## config.mk

```make
export PLATFORM = sky130hd
export DESIGN_NAME = mcu_port_bank
export DESIGN_NICKNAME = d
export VERILOG_FILES = /design/src/rtl/gpio_port_pkg.sv /design/src/rtl/gpio_port_latch.sv /design/src/rtl/gpio_pin_sync.sv /design/src/rtl/gpio_pad_ctrl.sv /design/src/rtl/gpio_port.sv /design/src/rtl/mcu_port_bank.sv
export SDC_FILE = /design/constraint.sdc
export NUM_CORES = 1
export LEC_CHECK = 0
export ABC_AREA = 1
export ABC_CLOCK_PERIOD_IN_PS = 1500
export BUFFER_PORTS_ARGS = -buffer_cell sky130_fd_sc_hd__buf_2
export CAP_MARGIN = 10
export CORE_UTILIZATION = 41
export DETAILED_ROUTE_END_ITERATION = 16
export PLACE_DENSITY_LB_ADDON = 0.3
export SLEW_MARGIN = 20
export SYNTH_ARGS = -nofsm -noshare
export SYNTH_HDL_FRONTEND = slang
export SYNTH_SLANG_ARGS = --single-unit
```

## constraint.sdc

```tcl
create_clock -name clk -period 1.5 [get_ports clk]
set_input_delay 0 -clock clk [delete_from_list [all_inputs] [get_ports clk]]
set_output_delay 0 -clock clk [all_outputs]
set_load 0.03 [all_outputs]
```

## src/rtl/gpio_port_pkg.sv

```systemverilog
package gpio_port_pkg;

  typedef enum logic [1:0] {
    OP_LOAD = 2'b00,
    OP_AND  = 2'b01,
    OP_OR   = 2'b10,
    OP_XOR  = 2'b11
  } latch_op_e;

  typedef enum logic {
    KIND_QUASI      = 1'b0,
    KIND_OPEN_DRAIN = 1'b1
  } port_kind_e;

endpackage

```

## src/rtl/gpio_port_latch.sv

```systemverilog
module gpio_port_latch
  import gpio_port_pkg::*;
#(
  parameter int W = 8
) (
  input  logic         clk,
  input  logic         rst,
  input  logic         wr_en,
  input  latch_op_e    wr_op,
  input  logic [W-1:0] wr_data,
  input  logic         force_high,
  output logic [W-1:0] latch_q
);

  logic [W-1:0] next_val;

  always_comb begin
    unique case (wr_op)
      OP_LOAD: next_val = wr_data;
      OP_AND:  next_val = latch_q & wr_data;
      OP_OR:   next_val = latch_q | wr_data;
      OP_XOR:  next_val = latch_q ^ wr_data;
      default: next_val = wr_data;
    endcase
  end

  always_ff @(posedge clk) begin
    if (rst)             latch_q <= '1;
    else if (force_high) latch_q <= '1;
    else if (wr_en)      latch_q <= next_val;
  end

  AST_FORCE_ONES: assert property (@(posedge clk) disable iff (rst)
    force_high |=> (latch_q == {W{1'b1}}));
  AST_HOLD_IDLE: assert property (@(posedge clk) disable iff (rst)
    (!wr_en && !force_high) |=> $stable(latch_q));
  AST_LOAD_VALUE: assert property (@(posedge clk) disable iff (rst)
    (wr_en && !force_high && wr_op == OP_LOAD) |=> (latch_q == $past(wr_data)));

endmodule

```

## src/rtl/gpio_pin_sync.sv

```systemverilog
module gpio_pin_sync #(
  parameter int W      = 8,
  parameter int STAGES = 2
) (
  input  logic         clk,
  input  logic [W-1:0] pad_in,
  output logic [W-1:0] pin_q
);

  localparam int LAST = STAGES - 1;

  logic [W-1:0] stage_q [STAGES];

  always_ff @(posedge clk) begin
    stage_q[0] <= pad_in;
    for (int s = 1; s < STAGES; s++) stage_q[s] <= stage_q[s-1];
  end

  assign pin_q = stage_q[LAST];

endmodule

```

## src/rtl/gpio_pad_ctrl.sv

```systemverilog
module gpio_pad_ctrl
  import gpio_port_pkg::*;
#(
  parameter int         W    = 8,
  parameter port_kind_e KIND = KIND_QUASI
) (
  input  logic         clk,
  input  logic         rst,
  input  logic [W-1:0] latch_q,
  input  logic         bus_mode,
  input  logic         bus_drive,
  input  logic         bus_asel,
  input  logic [W-1:0] bus_addr,
  input  logic [W-1:0] bus_data,
  output logic [W-1:0] pd_en,
  output logic [W-1:0] wpu_en,
  output logic [W-1:0] spu_en
);

  logic [W-1:0] pd_n, wpu_n, spu_n;
  logic [W-1:0] wpu_rst;

  generate
    if (KIND == KIND_OPEN_DRAIN) begin : g_od
      logic [W-1:0] bus_val;
      assign bus_val = bus_asel ? bus_addr : bus_data;
      assign wpu_rst = '0;
      always_comb begin
        wpu_n = '0;
        if (bus_mode) begin
          pd_n  = bus_drive ? ~bus_val : '0;
          spu_n = bus_drive ?  bus_val : '0;
        end else begin
          pd_n  = ~latch_q;
          spu_n = '0;
        end
      end
    end else begin : g_quasi
      logic unused_bus;
      assign unused_bus = ^{bus_mode, bus_drive, bus_asel, bus_addr, bus_data};
      assign wpu_rst = '1;
      always_comb begin
        pd_n  = ~latch_q;
        wpu_n = latch_q;
        spu_n = '0;
      end
    end
  endgenerate

  always_ff @(posedge clk) begin
    if (rst) begin
      pd_en  <= '0;
      wpu_en <= wpu_rst;
      spu_en <= '0;
    end else begin
      pd_en  <= pd_n;
      wpu_en <= wpu_n;
      spu_en <= spu_n;
    end
  end

  AST_PD_WPU_EXCL: assert property (@(posedge clk) disable iff (rst)
    ((pd_en & wpu_en) == '0));
  AST_PD_SPU_EXCL: assert property (@(posedge clk) disable iff (rst)
    ((pd_en & spu_en) == '0));

endmodule

```

## src/rtl/gpio_port.sv

```systemverilog
module gpio_port
  import gpio_port_pkg::*;
#(
  parameter int         W           = 8,
  parameter port_kind_e KIND        = KIND_QUASI,
  parameter int         SYNC_STAGES = 2
) (
  input  logic         clk,
  input  logic         rst,
  input  logic         wr_en,
  input  latch_op_e    wr_op,
  input  logic [W-1:0] wr_data,
  input  logic [W-1:0] pad_in,
  input  logic         bus_mode,
  input  logic         bus_drive,
  input  logic         bus_asel,
  input  logic [W-1:0] bus_addr,
  input  logic [W-1:0] bus_data,
  output logic [W-1:0] latch_q,
  output logic [W-1:0] pin_q,
  output logic [W-1:0] pd_en,
  output logic [W-1:0] wpu_en,
  output logic [W-1:0] spu_en
);

  localparam bit HAS_BUS = (KIND == KIND_OPEN_DRAIN);

  logic force_high;
  assign force_high = HAS_BUS && bus_mode;

  gpio_port_latch #(.W(W)) u_latch (
    .clk(clk), .rst(rst), .wr_en(wr_en), .wr_op(wr_op),
    .wr_data(wr_data), .force_high(force_high), .latch_q(latch_q)
  );

  gpio_pin_sync #(.W(W), .STAGES(SYNC_STAGES)) u_sync (
    .clk(clk), .pad_in(pad_in), .pin_q(pin_q)
  );

  gpio_pad_ctrl #(.W(W), .KIND(KIND)) u_pad (
    .clk(clk), .rst(rst), .latch_q(latch_q),
    .bus_mode(bus_mode), .bus_drive(bus_drive), .bus_asel(bus_asel),
    .bus_addr(bus_addr), .bus_data(bus_data),
    .pd_en(pd_en), .wpu_en(wpu_en), .spu_en(spu_en)
  );

endmodule

```

## src/rtl/mcu_port_bank.sv

```systemverilog
module mcu_port_bank
  import gpio_port_pkg::*;
#(
  parameter int WIDE_PORTS = 4,
  parameter int WIDE_W     = 8,
  parameter int NARROW_W   = 4,
  parameter int SEL_W      = 3
) (
  input  logic                                clk,
  input  logic                                rst,
  input  logic                                wr_en,
  input  logic [SEL_W-1:0]                    wr_sel,
  input  logic [1:0]                          wr_op,
  input  logic [WIDE_W-1:0]                   wr_data,
  input  logic [SEL_W-1:0]                    rd_sel,
  input  logic                                rd_pin,
  output logic [WIDE_W-1:0]                   rd_data,
  input  logic [WIDE_PORTS*WIDE_W+NARROW_W-1:0] pad_in,
  input  logic                                bus_mode,
  input  logic                                bus_drive,
  input  logic                                bus_asel,
  input  logic [WIDE_W-1:0]                   bus_addr,
  input  logic [WIDE_W-1:0]                   bus_data,
  output logic [WIDE_PORTS*WIDE_W+NARROW_W-1:0] pad_pd_en,
  output logic [WIDE_PORTS*WIDE_W+NARROW_W-1:0] pad_wpu_en,
  output logic [WIDE_PORTS*WIDE_W+NARROW_W-1:0] pad_spu_en
);

  localparam int NPORTS  = WIDE_PORTS + 1;
  localparam int NARROW0 = WIDE_PORTS * WIDE_W;
  localparam int PAD_EXT = WIDE_W - NARROW_W;

  latch_op_e         op;
  logic [WIDE_W-1:0] latch_arr [NPORTS];
  logic [WIDE_W-1:0] pin_arr   [NPORTS];
  logic [NPORTS-1:0] port_wr;

  assign op = latch_op_e'(wr_op);

  generate
    for (genvar p = 0; p < NPORTS; p++) begin : g_wr
      assign port_wr[p] = wr_en && (wr_sel == SEL_W'(p));
    end

    for (genvar p = 0; p < WIDE_PORTS; p++) begin : g_wide
      localparam port_kind_e K = (p == 0) ? KIND_OPEN_DRAIN : KIND_QUASI;
      gpio_port #(.W(WIDE_W), .KIND(K)) u_port (
        .clk(clk), .rst(rst), .wr_en(port_wr[p]), .wr_op(op),
        .wr_data(wr_data), .pad_in(pad_in[p*WIDE_W +: WIDE_W]),
        .bus_mode(bus_mode), .bus_drive(bus_drive), .bus_asel(bus_asel),
        .bus_addr(bus_addr), .bus_data(bus_data),
        .latch_q(latch_arr[p]), .pin_q(pin_arr[p]),
        .pd_en(pad_pd_en[p*WIDE_W +: WIDE_W]),
        .wpu_en(pad_wpu_en[p*WIDE_W +: WIDE_W]),
        .spu_en(pad_spu_en[p*WIDE_W +: WIDE_W])
      );
    end
  endgenerate

  logic [NARROW_W-1:0] n_latch, n_pin;

  gpio_port #(.W(NARROW_W), .KIND(KIND_QUASI)) u_narrow (
    .clk(clk), .rst(rst), .wr_en(port_wr[WIDE_PORTS]), .wr_op(op),
    .wr_data(wr_data[NARROW_W-1:0]), .pad_in(pad_in[NARROW0 +: NARROW_W]),
    .bus_mode(bus_mode), .bus_drive(bus_drive), .bus_asel(bus_asel),
    .bus_addr(bus_addr[NARROW_W-1:0]), .bus_data(bus_data[NARROW_W-1:0]),
    .latch_q(n_latch), .pin_q(n_pin),
    .pd_en(pad_pd_en[NARROW0 +: NARROW_W]),
    .wpu_en(pad_wpu_en[NARROW0 +: NARROW_W]),
    .spu_en(pad_spu_en[NARROW0 +: NARROW_W])
  );

  assign latch_arr[WIDE_PORTS] = {{PAD_EXT{1'b0}}, n_latch};
  assign pin_arr[WIDE_PORTS]   = {{PAD_EXT{1'b0}}, n_pin};

  always_ff @(posedge clk) begin
    if (rst) begin
      rd_data <= '0;
    end else if (rd_sel < SEL_W'(NPORTS)) begin
      rd_data <= rd_pin ? pin_arr[rd_sel] : latch_arr[rd_sel];
    end else begin
      rd_data <= '0;
    end
  end

  AST_RD_UNMAPPED: assert property (@(posedge clk) disable iff (rst)
    (rd_sel >= SEL_W'(NPORTS)) |=> (rd_data == '0));
  AST_QUASI_NO_SPU: assert property (@(posedge clk) disable iff (rst)
    (pad_spu_en[NARROW0+NARROW_W-1:WIDE_W] == '0));

endmodule

```

==> impl_results.md, run 1 <==
* Run status: complete, no violations
* Power per cell area at 1110 mW/mm²
* Hold crit path type: primary input to register
* Post-route DRC at 0
* Antenna violations before repair at 1
* Element type at the critical path start: register
* Number of warnings reported in the yosys synthesis log at 0
* Root buffer selected by CTS: sky130_fd_sc_hd__clkbuf_16
* Sum of net half-perimeters after detailed placement at 12800 µm
* RSZ-0062 raised after global routing: false
* Cell types with the largest area share after synthesis: sky130_fd_sc_hd__dfxtp_1, sky130_fd_sc_hd__nand2_1, sky130_fd_sc_hd__ha_1
* Most prevalent standard cell on the critical path: sky130_fd_sc_hd__nand2_1
* Worst flop-to-flop path endpoint: g_wide[2].u_port.u_latch.latch_q[5]$_SDFFE_PP1P_
* Crit path time final at 1280 ps
* Portion of synthesized cell area occupied by the leading cell type at 48.4%
* Slowest cell on the critical path: sky130_fd_sc_hd__dfxtp_1
* Main combinational cell family by area after synthesis: simple AND/OR/NAND/NOR gates
* Synthesized-area fraction occupied by ao, oa, aoi and oai cells at 4.92%
* Die outline area at 0.0195 mm²
* Simple logic cell fraction of the synthesized area at 22.3%
* Cells after synthesis at 968
* Post-CTS Setup Inserts at 0
* Average routed wire per standard cell at 12.9 µm
* Post-Route Skew at 12.3 ps
* Clock latency on the worst-skew pair at 440 ps
* Library cell with the largest summed area after synthesis: sky130_fd_sc_hd__dfxtp_1
* Max-Cap Viols at 0
* Part of the Yosys area used for sequential elements at 48.4%
* Signed area change from the synthesized netlist to the final layout at 27.2%
* Required time at the endpoint of the critical path at 1830 ps
* Vias post-DR at 6453
* Longest Clk Path Bufs at 2
* Number of cell instances on the worst register-to-register path at 6
* FP Rows at 50
* Clock slew seen by the registers of the worst setup and hold paths at 80 ps
* Die Y at 140 µm
* Seq cells post-synth at 188
* Hold Vio Cnt, Final at 0
* Hold Crit Endpoint: g_wide[0].u_port.u_pad.spu_en[0]$_SDFF_PP0_
* Launch instance of the worst register-to-register path: g_wide[2].u_port.u_latch.latch_q[5]$_SDFFE_PP1P_
* Worst slack at placement at 289 ps
* Maximum fanout along the worst path at 5
* Pin count of the biggest net entering global routing at 37
* Distinct cell type count of the synthesized netlist at 23
* # port buffers at 154
* Area after detailed placement at 0.00877 mm²
* Post-synthesis share of cell area spent on xor and xnor gates at 0%
* Count of H-tree levels built during CTS at 4
* Via-per-instance ratio at 4.49
* Worst Hold Margin at 41.3 ps
* Initial Utilization at 41.7%
* Total congestion overflow after global routing at 0
* Sum of negative setup slack at 0 ps
* Core ar. at 0.0186 mm²
* Average cell area after synthesis at 8.04 µm²
* Number of primary I/O pins at 191
* Final instance area at 0.00990 mm²
* CP peak stage delay at 500 ps
* Static Leak at 5.02 nW
* Worst setup slack after layout at 220 ps
* Final routed wirelength across all metal layers at 18500 µm
* Portion of netlist area occupied by mux cells at 0%
* TritonCTS buffer count at 17
* Instance count along the most critical hold path at 4
* HP Start: bus_drive
* CP arrival at 1610 ps
* Worst IR drop on VDD at 790 µV
* Type of the worst setup path: register to register
* Net count reported at finish at 1336
* Final-report max-slew violation count at 0
* Total standard cell area after synthesis at 0.00778 mm²
* Reg-to-reg setup timing slack at 220 ps
* Residual antenna-violating net count after detailed routing at 0
* Type of element capturing the critical path: register
* Global-route usage over all layers at 19.1%
* Post-Synth Adder-Cell Area at 11.6%
* Drt pass-1 iters at 7
* Clock sink count at 188
* Upper clock frequency limit at 781 MHz
* Wire length of the first global-routing pass at 29100 µm
* Die W at 140 µm
* Final setup vio count at 0
* Fraction of final layout cells sized beyond drive strength 1 at 18.6%
* Final period utilization at 85.3%
* Gpl congestion at 0.817
* CTS tree: done
* Vias in the first global route at 5815
* Drt first-iter violations at 438
* Cell chain of the critical path: inv_1, ha_1, nand2_1, nand4_1, nand2_1, nand2_1
==> report_power, final <==
part	switching (mW)	internal, mW
clock network	2.07	2.41
logic	0.789	0.473
registers	0.0840	5.18
==> cell usage after synthesis, drive strengths merged <==
master	n
a21oi	43
nor2	69
or2	1
nand3	28
a21boi	1
nand2	290
o22ai	8
dfxtp	188
nand4	36
ha	72
inv	144
conb	1
o21a	8
buf	61
o21ai	10
clkinv	1
clkbuf	7
==> critical path, delay by kind of cell (launching register included) <==
kind | cells | cell delay (ps)
adder cells (fa/ha/maj) | 1 | 270
flip-flops | 1 | 500
buffers and inverters | 1 | 80
AND/OR/NAND/NOR | 4 | 320
==> stage by stage <==
stage / power, mW / cells / utilization [%]
finish: 11.0 / 1437 / 53.1
global route: 11.5 / 1436 / 53.1
CTS: 11.1 / 1436 / 53.1
detailed placement: 6.52 / 1350 / 47.0
global placement: 6.51 / 1350 / 47.0
floorplan: 6.21 / 1003 / -
==> state kept, by name, indices dropped and copies added (netlist names), 8 cells and up <==
| name | count |
|---|---|
| g_wide.u_port.u_latch.latch_q | 32 |
| g_wide.u_port.u_pad.spu_en | 8 |
| u_narrow.u_sync.stage_q | 8 |
| g_wide.u_port.u_pad.pd_en | 32 |
| g_wide.u_port.u_sync.stage_q | 64 |
| rd_data | 8 |
| g_wide.u_port.u_pad.wpu_en | 24 |
==> what timing repair did <==
item | CTS | global route
hold buffers | 54 | 0
hold endpoints to repair | 57 | 0
endpoints found under the setup margin | 0 | 0
resized for setup | 0 | 0
==> layout by cell type, fill, tap and decap left out, drive strengths merged, types with 10 or more instances in the layout <==
cell type / instances
a21oi: 43
buf: 181
clkbuf: 18
conb: 36
dfxtp: 188
dlygate4sd3: 54
ha: 72
inv: 153
nand2: 290
nand3: 28
nand4: 36
nor2: 69
o21ai: 10
==> cell families after synthesis <==
family	after synthesis
AND/OR/NAND/NOR	424
buffers and inverters	213
flip-flops	188
adder cells (fa/ha/maj)	72
AO/OA/AOI/OAI	70
other	1
==> metal layers <==
layer	share of wire, %	track usage, %	wire (µm)	vias up
li1	-	-	-	3346
met1	45	24.6	8370	2888
met2	47	31.7	8680	198
met3	6.1	4.47	1140	21
met4	1.6	6.13	288	0
met5	0	0	0	-
==> layout make-up <==
type / count / area, µm²
inverter: 145 / 544
antenna: 1 / 2.50
timing repair buffer: 235 / 1550
sequential: 188 / 3760
clock inverter: 14 / 149
multi-input combinational: 602 / 3160
fill: 1766 / 8740
tap: 234 / 293
clock buffer: 18 / 439
==> how the worst max path moves through the flow <==
stage                                                     start                                                to  slack, ps
3_3_place_gp   g_wide[0].u_port.u_latch.latch_q[2]$_SDFFE_PP1P_  g_wide[0].u_port.u_latch.latch_q[2]$_SDFFE_PP1P_        300
2_1_floorplan  g_wide[3].u_port.u_latch.latch_q[7]$_SDFFE_PP1P_  g_wide[3].u_port.u_latch.latch_q[7]$_SDFFE_PP1P_        490
3_5_place_dp   g_wide[2].u_port.u_latch.latch_q[5]$_SDFFE_PP1P_  g_wide[2].u_port.u_latch.latch_q[5]$_SDFFE_PP1P_        290
5_1_grt        g_wide[2].u_port.u_latch.latch_q[2]$_SDFFE_PP1P_  g_wide[2].u_port.u_latch.latch_q[2]$_SDFFE_PP1P_        180
4_1_cts        g_wide[2].u_port.u_latch.latch_q[5]$_SDFFE_PP1P_  g_wide[2].u_port.u_latch.latch_q[5]$_SDFFE_PP1P_        240
6_report       g_wide[2].u_port.u_latch.latch_q[5]$_SDFFE_PP1P_  g_wide[2].u_port.u_latch.latch_q[5]$_SDFFE_PP1P_        220
(Power assumes the default switching activity.)
==> run 2: changes to the inputs <==
--- a/config.mk
+++ b/config.mk
@@ -8,3 +8,3 @@
 export ABC_AREA = 1
-export ABC_CLOCK_PERIOD_IN_PS = 1500
+export ABC_CLOCK_PERIOD_IN_PS = 1600
 export BUFFER_PORTS_ARGS = -buffer_cell sky130_fd_sc_hd__buf_2
==> constraint.sdc (replaced) <==
create_clock -name clk -period 1.6 [get_ports clk]
set_input_delay 0.16 -clock clk [delete_from_list [all_inputs] [get_ports clk]]
set_output_delay 0.16 -clock clk [all_outputs]
set_load 0.03 [all_outputs]
==> run 2 against run 1 <==
- cell count fell by 2.0%
- maximum frequency rose by 5.3%
- count of clock-buffer cells in the layout is 1 higher
- critical path depth is the same
- critical path type unchanged
- largest cell class unchanged
- largest power group unchanged
==> impl_results.md, run 2 (synthesis gave the netlist of run 1 again) <==
* Placed instance count at 1341 (was 1350)
* Post-Route Skew at 10.8 ps (was 12.3 ps)
* Commonest non-fill, non-tap cells in the layout: sky130_fd_sc_hd__nand2_1, sky130_fd_sc_hd__dfxtp_1, sky130_fd_sc_hd__buf_2 (unchanged)
* Register name with the most flops: g_wide.u_port.u_sync.stage_q (unchanged)
* Post-route DRC at 0 (unchanged)
* Drt pass-1 iters at 4 (was 7)
* Final instance area at 0.00966 mm² (was 0.00990 mm²)
* Antenna violations before repair at 0 (was 1)
* Required time at the endpoint of the critical path at 1930 ps (was 1830 ps)
* Worst Hold Margin at 38.6 ps (was 41.3 ps)
* Core ar. at 0.0186 mm² (unchanged)
* Number of primary I/O pins at 191 (unchanged)
* Clock slew seen by the registers of the worst setup and hold paths at 70 ps (was 80 ps)
* Longest Clk Path Bufs at 2 (unchanged)
* Final setup vio count at 0 (unchanged)
* Drt first-iter violations at 410 (was 438)
* Upper clock frequency limit at 823 MHz (was 781 MHz)
* CP peak stage delay at 460 ps (was 500 ps)
* Worst slew margin relative to its limit at 62.8%
* Global-route usage over all layers at 19.2% (was 19.1%)
* Element type at the critical path start: register (unchanged)
* Fraction of final layout cells sized beyond drive strength 1 at 18.1% (was 18.6%)
* Root buffer selected by CTS: sky130_fd_sc_hd__clkbuf_16 (unchanged)
* Hold Vio Cnt, Final at 0 (unchanged)
* Final cell count without fillers at 1408 (was 1437)
* Sum of net half-perimeters after detailed placement at 12300 µm (was 12800 µm)
* Die W at 140 µm (unchanged)
* Die Y at 140 µm (unchanged)
* Wire length of the first global-routing pass at 29200 µm (was 29100 µm)
* Filler Cells Inserted at 1791 (was 1766)
* Gpl congestion at 0.801 (was 0.817)
* Clock sink count at 188 (unchanged)
* # port buffers at 154 (unchanged)
* Initial Utilization at 41.7% (unchanged)
* Pin count of the biggest net entering global routing at 57 (was 37)
* Maximum fanout along the worst path at 5 (unchanged)
* Sum of negative setup slack at 0 ps (unchanged)
* Transition time at the pin with the least slew margin at 556 ps
* Max FFs per register at 64 (unchanged)
* Vias in the first global route at 5690 (was 5815)
* TritonCTS buffer count at 17 (unchanged)
* Net count reported at finish at 1309 (was 1336)
* Most common cell after layout, fill and taps aside: sky130_fd_sc_hd__nand2_1 (unchanged)
* Via-per-instance ratio at 4.46 (was 4.49)
* Final routed wirelength across all metal layers at 18200 µm (was 18500 µm)
* Count of H-tree levels built during CTS at 4 (unchanged)
* Area after detailed placement at 0.00871 mm² (was 0.00877 mm²)
* Signed area change from the synthesized netlist to the final layout at 24.1% (was 27.2%)
* Worst IR drop on VDD at 719 µV (was 790 µV)
* Power per cell area at 1060 mW/mm² (was 1110 mW/mm²)
* Clock latency on the worst-skew pair at 440 ps (about the same)
* Hold crit path type: primary input to register (unchanged)
* Max-Cap Viols at 0 (unchanged)
* CP arrival at 1540 ps (was 1610 ps)
* Vias post-DR at 6275 (was 6453)
* Final-report max-slew violation count at 0 (unchanged)
* Cell type group with the largest total delay on the critical path: flip-flops (unchanged)
* RSZ-0062 raised after global routing: false (unchanged)
* Largest registers: g_wide.u_port.u_sync.stage_q: 64 flops, g_wide.u_port.u_latch.latch_q: 32 flops, g_wide.u_port.u_pad.pd_en: 32 flops (unchanged)
* FP Rows at 50 (unchanged)
* Die outline area at 0.0195 mm² (unchanged)
* Crit path time final at 1220 ps (was 1280 ps)
* Average routed wire per standard cell at 12.9 µm (about the same)
* Type of the worst setup path: register to register (unchanged)
* Residual antenna-violating net count after detailed routing at 0 (unchanged)
* Static Leak at 4.90 nW (was 5.02 nW)
* Total congestion overflow after global routing at 0 (unchanged)
* Slowest cell on the critical path: sky130_fd_sc_hd__dfxtp_1 (unchanged)
* N_diodes at 0 (was 1)
* Total buffers and inverters traversed by the critical path at 1 (unchanged)
* Cell chain of the critical path: inv_1, ha_1, nand2_1, nand4_1, nand2_1, nand2_1 (unchanged)
* CTS tree: done (unchanged)
* Final period utilization at 75.9% (was 85.3%)
* Most prevalent standard cell on the critical path: sky130_fd_sc_hd__nand2_1 (unchanged)
* Run status: complete, no violations (unchanged)
* Type of element capturing the critical path: register (unchanged)
## run 2: cell count changes in the layout (fill, tap and decap cells not counted), sizes merged
cell         delta
dlygate4sd3    -18
buf             -9
inv             -2
clkbuf          +1
diode           -1
## run 2: through the flow
step / power (mW) / utilization [%] / setup WS (ps)
floorplan: 5.83 / - / 587
detailed placement: 6.10 / 46.7 / 275
global route: 10.7 / 51.8 / 272
CTS: 10.3 / 51.8 / 386
finish: 10.2 / 51.8 / 385
global placement: 6.09 / 46.7 / 296
## run 2: cell type report
type / count / area [µm²] / share of cell area, %
tap: 234 / 293 / 3.03
timing repair buffer: 208 / 1320 / 13.6
clock buffer: 19 / 453 / 4.69
sequential: 188 / 3760 / 39.0
multi-input combinational: 602 / 3160 / 32.7
clock inverter: 12 / 130 / 1.35
inverter: 145 / 544 / 5.64
## run 2: final timing paths
path                            slack (ps)                                              from  cells past startpoint                                               end
worst min-delay path                    40                                       bus_data[4]                      3        g_wide[0].u_port.u_pad.pd_en[4]$_SDFF_PP0_
worst min register to register         320     g_wide[3].u_port.u_sync.stage_q[0][6]$_DFF_P_                      0    g_wide[3].u_port.u_sync.stage_q[0][14]$_DFF_P_
worst max register to register         380  g_wide[3].u_port.u_latch.latch_q[5]$_SDFFE_PP1P_                      6  g_wide[3].u_port.u_latch.latch_q[5]$_SDFFE_PP1P_
worst max-delay path                   380  g_wide[3].u_port.u_latch.latch_q[5]$_SDFFE_PP1P_                      6  g_wide[3].u_port.u_latch.latch_q[5]$_SDFFE_PP1P_
## run 2: where the power goes
group	total (mW)	internal (mW)	switching (mW)	leakage, nW
clock	4.17	2.27	1.89	0.285
sequential	4.94	4.86	0.0781	1.55
combinational	1.13	0.400	0.730	3.07
## run 2: worst register-to-register path, delay by kind of cell (launching register included)
kind | cells | cell delay, ps
flops | 1 | 460
fa+ha+maj | 1 | 280
simple gates | 4 | 270
buf+inv | 1 | 90
## run 2: timing repair
action                                 4_1_cts  5_1_grt
endpoints found under the hold margin       36        0
gates resized for setup                      0        0
hold buffers                                36        0
buffers inserted                             0        0
## run 2: layer usage
| layer | wire [µm] | track usage, % | vias up |
|---|---|---|---|
| li1 | - | - | 3290 |
| met1 | 8190 | 24.6 | 2785 |
| met2 | 8650 | 32.0 | 184 |
| met3 | 1100 | 3.99 | 16 |
| met4 | 227 | 6.25 | 0 |
| met5 | 0 | 0 | - |
==> run 3: changes to the inputs <==
ABC_CLOCK_PERIOD_IN_PS = 1250   (was 1600)
clock period = 1.25 ns   (was 1.6 ns; I/O delays follow)
==> run 3 against run 2 <==
- global-route usage grew 0.60 points
- flip-flop and latch count unchanged
- combinational power is 39% higher
- sequential share of layout area fell by 1.6 points
- first-iteration DRC count is 14% lower
- register-to-register slack worse by 290 ps
- cell area up 4.3%
- non-clock buffer count grew 45
- critical path depth unchanged
- via count is 3.8% higher
- worst setup slack got worse by 290 ps
==> impl_results.md, run 3 (synthesis gave the netlist of run 1 again) <==
* RSZ-0062 raised after global routing: false (unchanged)
* Cell type group with the largest total delay on the critical path: flip-flops (unchanged)
* Filler Cells Inserted at 1764 (was 1791)
* Die Y at 140 µm (unchanged)
* Longest Clk Path Bufs at 2 (unchanged)
* Average routed wire per standard cell at 13.0 µm (was 12.9 µm)
* Hold Crit Endpoint: g_wide[0].u_port.u_pad.pd_en[6]$_SDFF_PP0_ (was g_wide[0].u_port.u_pad.pd_en[4]$_SDFF_PP0_)
* Transition time at the pin with the least slew margin at 798 ps (was 556 ps)
* CP peak stage delay at 380 ps (was 460 ps)
* # port buffers at 154 (unchanged)
* Die W at 140 µm (unchanged)
* Run status: complete, no violations (unchanged)
* Hold Vio Cnt, Final at 0 (unchanged)
* Clock latency on the worst-skew pair at 440 ps (about the same)
* Cell chain of the critical path: inv_1, ha_1, nand2_1, nand4_1, nand2_1, nand2_1 (unchanged)
* Net count reported at finish at 1354 (was 1309)
* Vias post-DR at 6511 (was 6275)
* Post-route DRC at 0 (unchanged)
* Largest registers: g_wide.u_port.u_sync.stage_q: 64 flops, g_wide.u_port.u_latch.latch_q: 32 flops, g_wide.u_port.u_pad.pd_en: 32 flops (unchanged)
* Most common cell after layout, fill and taps aside: sky130_fd_sc_hd__nand2_1 (unchanged)
* Sum of negative setup slack at 0 ps (unchanged)
* Final routed wirelength across all metal layers at 18900 µm (was 18200 µm)
* Count of H-tree levels built during CTS at 4 (unchanged)
* Hold crit path type: primary input to register (unchanged)
* Slowest cell on the critical path: sky130_fd_sc_hd__dfxtp_1 (unchanged)
* Drt first-iter violations at 353 (was 410)
* Worst slew margin relative to its limit at 46.6% (was 62.8%)
* Vias in the first global route at 5942 (was 5690)
* Final design utilization at 54.0% (was 51.8%)
* Core ar. at 0.0186 mm² (unchanged)
* Clock slew seen by the registers of the worst setup and hold paths at 70 ps (about the same)
* Final instance area at 0.0101 mm² (was 0.00966 mm²)
* Power per cell area at 1330 mW/mm² (was 1060 mW/mm²)
* Die outline area at 0.0195 mm² (unchanged)
* FP Rows at 50 (unchanged)
* Total congestion overflow after global routing at 0 (unchanged)
* Launch instance of the worst register-to-register path: g_wide[1].u_port.u_latch.latch_q[6]$_SDFFE_PP1P_ (was g_wide[3].u_port.u_latch.latch_q[5]$_SDFFE_PP1P_)
* Sum of net half-perimeters after detailed placement at 13000 µm (was 12300 µm)
* Gpl congestion at 0.847 (was 0.801)
* Global-route usage over all layers at 19.8% (was 19.2%)
* Reg-to-reg setup timing slack at 100 ps (was 380 ps)
* Instance count along the most critical hold path at 3 (unchanged)
* Worst slack at placement at -332 ps (was 275 ps)
* CTS tree: done (unchanged)
* Upper clock frequency limit at 869 MHz (was 823 MHz)
* Wire length of the first global-routing pass at 29800 µm (was 29200 µm)
* Final period utilization at 92.1% (was 75.9%)
* Number of primary I/O pins at 191 (unchanged)
* Most prevalent standard cell on the critical path: sky130_fd_sc_hd__nand2_1 (unchanged)
* Initial Utilization at 41.7% (unchanged)
* Maximum fanout along the worst path at 4 (was 5)
* Placed instance count at 1379 (was 1341)
* Max FFs per register at 64 (unchanged)
* Crit path time final at 1150 ps (was 1220 ps)
* Max-Cap Viols at 0 (unchanged)
* Number of buffers inserted for hold repair after clock tree synthesis at 43 (was 36)
* Cells resized by post-CTS repair at 0 (unchanged)
* Drt pass-1 iters at 5 (was 4)
* Commonest non-fill, non-tap cells in the layout: sky130_fd_sc_hd__nand2_1, sky130_fd_sc_hd__dfxtp_1, sky130_fd_sc_hd__buf_2 (unchanged)
* CP arrival at 1480 ps (was 1540 ps)
* Pin count of the biggest net entering global routing at 57 (unchanged)
* Final-report max-slew violation count at 0 (unchanged)
* Worst setup slack after layout at 99.3 ps (was 385 ps)
* Final setup vio count at 0 (unchanged)
* Type of the worst setup path: register to register (unchanged)
* Signed area change from the synthesized netlist to the final layout at 29.4% (was 24.1%)
* Clock sink count at 188 (unchanged)
* Total buffers and inverters traversed by the critical path at 1 (unchanged)
* Number of cell instances on the worst register-to-register path at 6 (unchanged)
* Post-Route Skew at 8.94 ps (was 10.8 ps)
* TritonCTS buffer count at 17 (unchanged)
* Post-CTS Setup Inserts at 0 (unchanged)
* Antenna violations before repair at 0 (unchanged)
* Fraction of final layout cells sized beyond drive strength 1 at 20.7% (was 18.1%)
* Residual antenna-violating net count after detailed routing at 0 (unchanged)
* Register name with the most flops: g_wide.u_port.u_sync.stage_q (unchanged)
* Type of element capturing the critical path: register (unchanged)
* Root buffer selected by CTS: sky130_fd_sc_hd__clkbuf_16 (unchanged)
* Via-per-instance ratio at 4.47 (was 4.46)
* Area after detailed placement at 0.00902 mm² (was 0.00871 mm²)
* HP Start: bus_data[6] (was bus_data[4])
* Worst IR drop on VDD at 1120 µV (was 719 µV)
* Element type at the critical path start: register (unchanged)
* Static Leak at 5.13 nW (was 4.90 nW)
* Worst flop-to-flop path endpoint: g_wide[1].u_port.u_latch.latch_q[6]$_SDFFE_PP1P_ (was g_wide[3].u_port.u_latch.latch_q[5]$_SDFFE_PP1P_)
* Final cell count without fillers at 1455 (was 1408)
* Required time at the endpoint of the critical path at 1580 ps (was 1930 ps)
==> run 3: changes by cell type in the layout (fill, tap and decap cells not counted), sizes merged <==
cell         previous run  this run
buf                   172       210
dlygate4sd3            36        43
bufinv                  1         2
clkbuf                 19        18
inv                   151       152
diode                   0         1
==> run 3: final cells by class <==
type | instances | area, µm² | area share (%)
multi-input cells | 602 | 3160 | 31.3
inverters | 145 | 544 | 5.41
flip-flops and latches | 188 | 3760 | 37.4
clock buffers | 18 | 439 | 4.36
diodes | 1 | 2.50 | 0.0249
clock inverters | 14 | 171 | 1.70
well taps | 234 | 293 | 2.91
repair buffers | 253 | 1700 | 16.9
==> run 3: tightest hold or removal path: cells and delay by family <==
| kind | cells | cell delay (ps) |
|---|---|---|
| buf+inv | 1 | 70 |
| compound gates | 2 | 210 |
==> run 3: worst max path at each step <==
stage	from	endpoint	slack, ps	cells past startpoint
after floorplan	g_wide[3].u_port.u_latch.latch_q[7]$_SDFFE_PP1P_	g_wide[3].u_port.u_latch.latch_q[7]$_SDFFE_PP1P_	240	6
after global placement	wr_op[1]	u_narrow.u_latch.latch_q[1]$_SDFFE_PP1P_	-290	6
after detailed placement	wr_op[1]	g_wide[0].u_port.u_latch.latch_q[1]$_SDFFE_PP1P_	-330	6
after CTS	g_wide[1].u_port.u_latch.latch_q[6]$_SDFFE_PP1P_	g_wide[1].u_port.u_latch.latch_q[6]$_SDFFE_PP1P_	100	6
after global routing	wr_op[1]	g_wide[0].u_port.u_latch.latch_q[1]$_SDFFE_PP1P_	9	6
final	g_wide[1].u_port.u_latch.latch_q[6]$_SDFFE_PP1P_	g_wide[1].u_port.u_latch.latch_q[6]$_SDFFE_PP1P_	100	6
==> run 3: per-stage QoR <==
step	total power [mW]	hold slack, ps
3_5_place_dp	7.89	229
6_report	13.4	28.3
2_1_floorplan	7.46	153
5_1_grt	14.0	42.9
4_1_cts	13.5	11.5
3_3_place_gp	7.87	227
==> run 3: power by group <==
group	switching [mW]	internal, mW	leakage (nW)	total (mW)
Sequential	0.0730	6.22	1.55	6.29
Clock	2.47	3.08	0.298	5.55
Combinational	0.988	0.584	3.28	1.57
==> run 3: per-layer routing <==
metal	share of wire [%]	vias to the layer above	track usage [%]
met5	0	-	0
met4	2.4	0	8.39
met2	49	205	33.2
met3	5.6	39	4.34
li1	-	3385	-
met1	43	2882	24.4
